`config.mk`:
```
export PLATFORM = sky130hd
export DESIGN_NAME = ami_subst_decoder
export DESIGN_NICKNAME = d
export VERILOG_FILES = /design/src/rtl/ami_dec_pkg.sv /design/src/rtl/ami_dec_pipe.sv /design/src/rtl/ami_dec_match.sv /design/src/rtl/ami_dec_judge.sv /design/src/rtl/ami_subst_decoder.sv
export SDC_FILE = /design/constraint.sdc
export NUM_CORES = 1
export LEC_CHECK = 0
export ABC_AREA = 0
export BUFFER_PORTS_ARGS = -buffer_cell sky130_fd_sc_hd__buf_4
export CAP_MARGIN = 25
export CORE_MARGIN = 2
export CORE_UTILIZATION = 55
export CTS_BUF_LIST = sky130_fd_sc_hd__clkbuf_8
export CTS_CLUSTER_DIAMETER = 120
export CTS_CLUSTER_SIZE = 8
export DETAILED_ROUTE_END_ITERATION = 8
export GPL_ROUTABILITY_DRIVEN = 0
export PLACE_DENSITY = 0.82
export SETUP_SLACK_MARGIN = 0.05
export SYNTH_ARGS = -nofsm -noshare
export SYNTH_HDL_FRONTEND = slang
export SYNTH_SLANG_ARGS = --single-unit
export TNS_END_PERCENT = 30
```
`constraint.sdc`:
```
create_clock -name clk -period 5 [get_ports clk]
set_clock_uncertainty 0.2 [all_clocks]
set_input_delay 0.75 -clock clk [delete_from_list [all_inputs] [get_ports clk]]
set_output_delay 0.75 -clock clk [all_outputs]
set_load 0.05 [all_outputs]
```
`src/rtl/ami_dec_pkg.sv`:
```
package ami_dec_pkg;

    // One line symbol: p is the positive-mark rail, n the negative-mark rail.
    typedef struct packed {
        logic p;
        logic n;
    } rail_t;

    // Delay-line slot: the symbol plus "already claimed by a code word".
    typedef struct packed {
        rail_t sym;
        logic  word;
    } slot_t;

    localparam int B8_LEN = 8;  // long substitution word length
    localparam int HD_LEN = 4;  // short substitution word length

    localparam rail_t SYM_ZERO = 2'b00;
    localparam rail_t SYM_POS  = 2'b10;
    localparam rail_t SYM_NEG  = 2'b01;

endpackage

```
`src/rtl/ami_dec_pipe.sv`:
```
module ami_dec_pipe
    import ami_dec_pkg::*;
#(
    parameter int DEPTH = 8,
    parameter int WIN   = B8_LEN
) (
    input  logic                 clk,
    input  logic                 rst_n,
    input  rail_t                din,
    input  logic [WIN-2:0]       claim_up,
    output rail_t [WIN-1:0]      win_sym,
    output logic                 head_word
);

    typedef struct packed {
        slot_t [DEPTH-1:0] slots;
    } pipe_st_t;

    pipe_st_t st_d, st_q;
    logic [DEPTH-1:0] claim_ext;

    always_comb begin
        claim_ext            = '0;
        claim_ext[WIN-2:0]   = claim_up;
        st_d                 = st_q;
        for (int i = 0; i < DEPTH; i++) begin
            if (i == DEPTH - 1) begin
                st_d.slots[i].sym  = din;
                st_d.slots[i].word = 1'b0;
            end else begin
                st_d.slots[i].sym  = st_q.slots[i+1].sym;
                st_d.slots[i].word = st_q.slots[i+1].word | claim_ext[i];
            end
        end
    end

    always_ff @(posedge clk) begin
        if (!rst_n) st_q <= '0;
        else        st_q <= st_d;
    end

    for (genvar g = 0; g < WIN; g++) begin : g_win
        assign win_sym[g] = st_q.slots[g].sym;
    end

    assign head_word = st_q.slots[0].word;

endmodule

```
`src/rtl/ami_dec_match.sv`:
```
module ami_dec_match
    import ami_dec_pkg::*;
(
    input  rail_t [B8_LEN-1:0] win,
    input  logic               last_pos,
    input  logic               head_busy,
    input  logic               rate_sel,
    output logic [B8_LEN-1:0]  claim
);

    rail_t same_m, opp_m;
    logic  hit_b8, hit_hd_zero, hit_hd_bal, hit_hd;

    always_comb begin
        same_m = last_pos ? SYM_POS : SYM_NEG;
        opp_m  = last_pos ? SYM_NEG : SYM_POS;

        hit_b8 = (win[0] == SYM_ZERO) && (win[1] == SYM_ZERO) &&
                 (win[2] == SYM_ZERO) && (win[3] == same_m)   &&
                 (win[4] == opp_m)    && (win[5] == SYM_ZERO) &&
                 (win[6] == opp_m)    && (win[7] == same_m);

        hit_hd_zero = (win[0] == SYM_ZERO) && (win[1] == SYM_ZERO) &&
                      (win[2] == SYM_ZERO) && (win[3] == same_m);
        hit_hd_bal  = (win[0] == opp_m)    && (win[1] == SYM_ZERO) &&
                      (win[2] == SYM_ZERO) && (win[3] == opp_m);
        hit_hd      = hit_hd_zero || hit_hd_bal;
    end

    for (genvar g = 0; g < B8_LEN; g++) begin : g_claim
        if (g < HD_LEN) begin : g_both
            assign claim[g] = !head_busy && (rate_sel ? hit_hd : hit_b8);
        end else begin : g_long
            assign claim[g] = !head_busy && !rate_sel && hit_b8;
        end
    end

endmodule

```
`src/rtl/ami_dec_judge.sv`:
```
module ami_dec_judge
    import ami_dec_pkg::*;
(
    input  logic  clk,
    input  logic  rst_n,
    input  logic  zcs_en,
    input  rail_t head,
    input  logic  in_word,
    output logic  out_pos,
    output logic  out_neg,
    output logic  bpv,
    output logic  last_pos
);

    typedef struct packed {
        rail_t out;
        logic  viol;
        logic  last_pos;
    } judge_st_t;

    judge_st_t st_d, st_q;
    logic zap, single, clash;

    always_comb begin
        st_d   = st_q;
        zap    = zcs_en && in_word;
        single = head.p ^ head.n;
        clash  = (head.p && head.n) ||
                 (head.p && st_q.last_pos) ||
                 (head.n && !st_q.last_pos);

        st_d.out      = zap ? SYM_ZERO : head;
        st_d.viol     = clash && !zap;
        st_d.last_pos = single ? head.p : st_q.last_pos;
    end

    always_ff @(posedge clk) begin
        if (!rst_n) st_q <= '0;   // last_pos = 0: previous mark negative
        else        st_q <= st_d;
    end

    assign out_pos  = st_q.out.p;
    assign out_neg  = st_q.out.n;
    assign bpv      = st_q.viol;
    assign last_pos = st_q.last_pos;

endmodule

```
`src/rtl/ami_subst_decoder.sv`:
```
module ami_subst_decoder
    import ami_dec_pkg::*;
#(
    parameter int DEPTH = 8
) (
    input  logic clk,
    input  logic rst_n,
    input  logic rate_sel,
    input  logic zcs_en,
    input  logic in_pos,
    input  logic in_neg,
    output logic out_pos,
    output logic out_neg,
    output logic bpv
);

    localparam int WIN = B8_LEN;

    rail_t             din;
    rail_t [WIN-1:0]   win_sym;
    logic  [WIN-1:0]   claim;
    logic              head_word;
    logic              head_in_word;
    logic              last_pos;
    rail_t             head_sym;

    assign din.p        = in_pos;
    assign din.n        = in_neg;
    assign head_sym     = win_sym[0];
    assign head_in_word = head_word || claim[0];

    ami_dec_pipe #(.DEPTH(DEPTH), .WIN(WIN)) u_pipe (
        .clk       (clk),
        .rst_n     (rst_n),
        .din       (din),
        .claim_up  (claim[WIN-1:1]),
        .win_sym   (win_sym),
        .head_word (head_word)
    );

    ami_dec_match u_match (
        .win       (win_sym),
        .last_pos  (last_pos),
        .head_busy (head_word),
        .rate_sel  (rate_sel),
        .claim     (claim)
    );

    ami_dec_judge u_judge (
        .clk      (clk),
        .rst_n    (rst_n),
        .zcs_en   (zcs_en),
        .head     (head_sym),
        .in_word  (head_in_word),
        .out_pos  (out_pos),
        .out_neg  (out_neg),
        .bpv      (bpv),
        .last_pos (last_pos)
    );

endmodule

```
==> impl_metrics.csv <==
group,metric,value,unit
timing,relSlewSlack,0.8169,
grt,track_usage,0.1883,
floorplanning,rows,14,
power_and_ir_drop,leakage,0.0004234,uW
grt,grt_max_degree,26,
worst_setup_path,arrival,1900,ps
power_and_ir_drop,power_switching,75.63,uW
timing,min_period,1950,ps
detailed_routing,drc,0,
logic_synthesis,yosysSeqAreaShare,0.5791,
final_layout,nNetsFinal,105,
detailed_routing,drtAntennaViolNets,0,
worst_hold_path,min_delay_path_depth,2,
logic_synthesis,syn-num-nets,95,
worst_setup_path,worst-path-max-fanout,4,
power_and_ir_drop,ir_drop,0.2917,mV
worst_setup_path,required,4950,ps
power_and_ir_drop,p_per_area,340.0,nW/um^2
clock_network,root_buffer,"clkbuf_8",
timing,grt_setup_unrepaired,"false",
floorplanning,io_pins,9,
worst_setup_path,r2r_start,"u_pipe.win_sym[14]",
final_layout,final_cell_mix,"dfxtp_1, and2_1, buf_4",
clock_network,tritoncts,"built",
timing,fin_ws,3050,ps
final_layout,syn2layout_area_growth,12.73,%
placement,pre_cts_ws,2858,ps
timing,setup_tns,0,ps
grt,grt_first_pass_wirelength,2635,um
detailed_routing,first_iter_violations,14,
clock_network,cts_sinks,27,
clock_network,clkLatencyLatePin,270,ps
grt,grt_pass1_vias,604,
timing,hold_ws,239.9,ps
timing,slew_viol_final,0,
power_and_ir_drop,p_comb_frac,0.033,
detailed_routing,wl_per_cell,12.85,um
worst_setup_path,critPathKind,"flop to flop",
worst_setup_path,reg2reg_to,"u_judge.bpv",
worst_setup_path,critPathLaunchType,"flop",
worst_setup_path,rrSetupSlack,3050,ps
worst_setup_path,crit_path_end_kind,"flop",
grt,grt-ovfl-total,0,
placement,portBuffers,8,
logic_synthesis,syn_avg_cell_area,10.61,um^2
floorplanning,die-area,2043,um^2
worst_setup_path,rr_worst_depth,5,
clock_network,post_cts_buffers,0,
timing,worst_pin_slew,274.3,ps
logic_synthesis,ys_ff_latch,27,
worst_setup_path,crit_path_start,"u_pipe.win_sym[14]",
clock_network,cts_max_level,1,
logic_synthesis,netlist_area,933.4,um^2
timing,final_hold_viol_count,0,
final_layout,fillers,131,
floorplanning,die_y,45.20,um
power_and_ir_drop,power_frac_seq,0.612,
detailed_routing,post_drt_via_cell_ratio,5.496,
timing,setup_viol,0,
worst_setup_path,crit_path_end,"u_judge.bpv",
clock_network,cts_resized,0,
logic_synthesis,yosys.area.top_type,"dfxtp_1",
clock_network,clock_path_buffers,2,
run,cap_viol_max_count,0,
logic_synthesis,ys_warn_count,0,
grt,antenna_found_initial,0,
worst_hold_path,hp-class,"flop to flop",
final_layout,n_antenna_cell,0,
final_layout,drive_gt1_frac,0.1649,
floorplanning,core_area,1541,um^2
power_and_ir_drop,pwr-share-clk,0.354,
detailed_routing,drt-pass1-iter-count,4,
detailed_routing,route.vias.total,621,
clock_network,cts_buffers,3,
power_and_ir_drop,p_sw_frac,0.2114,
timing,fmax,0.5128,GHz
clock_network,clkTransAtPathRegs,90,ps
logic_synthesis,synth_top_cell_area_share,0.5791,
floorplanning,start_util,0.6055,
logic_synthesis,synth.distinct_cells,23,
logic_synthesis,netlist_instances,88,
detailed_routing,routed_wl,1452,um
outcome,outcome,"completed",
floorplanning,die_w,45.20,um
clock_network,hold_buffers,0,
final_layout,final_common_cell,"dfxtp_1",
logic_synthesis,yosys-top-cells-area,"dfxtp_1, and2_1, nor2_1, nor2b_1, a2111o_1",
power_and_ir_drop,p_int,282.1,uW
timing,period_share,0.3900,
==> how the worst min path moves through the flow <==
stage / slack [ps] / start / end
6_report: 240 / u_pipe.st_q[3] / u_pipe.head_word
5_1_grt: 270 / u_pipe.st_q[9] / u_pipe.st_q[6]
4_1_cts: 250 / u_pipe.st_q[3] / u_pipe.head_word
3_5_place_dp: 230 / u_pipe.st_q[3] / u_pipe.head_word
3_3_place_gp: 220 / u_pipe.st_q[3] / u_pipe.head_word
2_1_floorplan: 210 / u_pipe.st_q[3] / u_pipe.head_word
==> per-layer routing <==
layer	track usage	up-vias	part of all wire	wire length (um)
li1	-	314	-	-
met1	0.2076	288	0.44	640
met2	0.3086	13	0.48	701
met3	0.07600	6	0.051	74
met4	0.1000	0	0.024	35
met5	0	-	0	0
==> final cells by class <==
| class | instances | area (um^2) | share of cell area |
|---|---|---|---|
| Multi-Input combinational cell | 53 | 362.8 | 0.3448 |
| Sequential cell | 27 | 540.5 | 0.5137 |
| Clock inverter | 1 | 8.758 | 0.008323 |
| Timing Repair Buffer | 8 | 60.06 | 0.05707 |
| Tap cell | 16 | 20.02 | 0.01902 |
| Clock buffer | 3 | 41.29 | 0.03924 |
| Inverter | 5 | 18.77 | 0.01784 |
==> cells in the mapped netlist (all sizes together) <==
cell type   n
dfxtp      27
a211oi      1
o21ai       3
inv         5
nand2b      1
and2       17
nand2       3
a2111o      2
a32oi       2
clkbuf      3
nor2b       4
mux2i       2
ha          1
nand3       2
nor4bb      2
nor2        7
a221oi      1
or4         1
nand4b      1
o21a        3
==> cells by family (layout without fill, tap and decap cells) <==
logic type / Yosys count / count (layout) / share of synthesized area
fa+ha+maj: 1 / 1 / 0.01340
compound gates: 12 / 12 / 0.1086
buf+inv: 8 / 17 / 0.03217
mux: 2 / 2 / 0.02145
simple gates: 38 / 38 / 0.2453
flops: 27 / 27 / 0.5791
==> metrics by stage <==
step | area, um^2 | power (uW) | std cells | util
floorplan | 933.4 | 230.9 | 88 | -
detailed placement | 1002 | 235.8 | 109 | 0.6502
finish | 1052 | 357.7 | 113 | 0.6826
global route | 1052 | 371.1 | 113 | 0.6826
CTS | 1052 | 361.6 | 113 | 0.6826
global placement | 1002 | 235.5 | 109 | 0.6502
==> power groups by stage <==
| stage | clock, uW | combinational, uW | sequential (uW) |
|---|---|---|---|
| 2_1_floorplan | 0 | 7.18 | 224 |
| 3_3_place_gp | 0 | 11.5 | 224 |
| 3_5_place_dp | 0 | 11.8 | 224 |
| 4_1_cts | 131 | 11.9 | 219 |
| 5_1_grt | 138 | 13.5 | 220 |
| 6_report | 127 | 11.9 | 219 |
==> critical path, cell delays in order (launching register included) <==
cell	delay, ps
dfxtp_1	360
nor4bb_1	290
nand3_1	130
a2111o_1	490
a32oi_2	280
a211oi_1	70
==> state kept, by name, indices dropped and copies added (netlist names) <==
name and count:
u_pipe.win_sym 16, u_pipe.head_word 1, u_judge.out_neg 1, u_judge.bpv 1, u_pipe.st_q 6, u_judge.last_pos 1
u_judge.out_pos 1
Power figures use the tool's default switching activity.
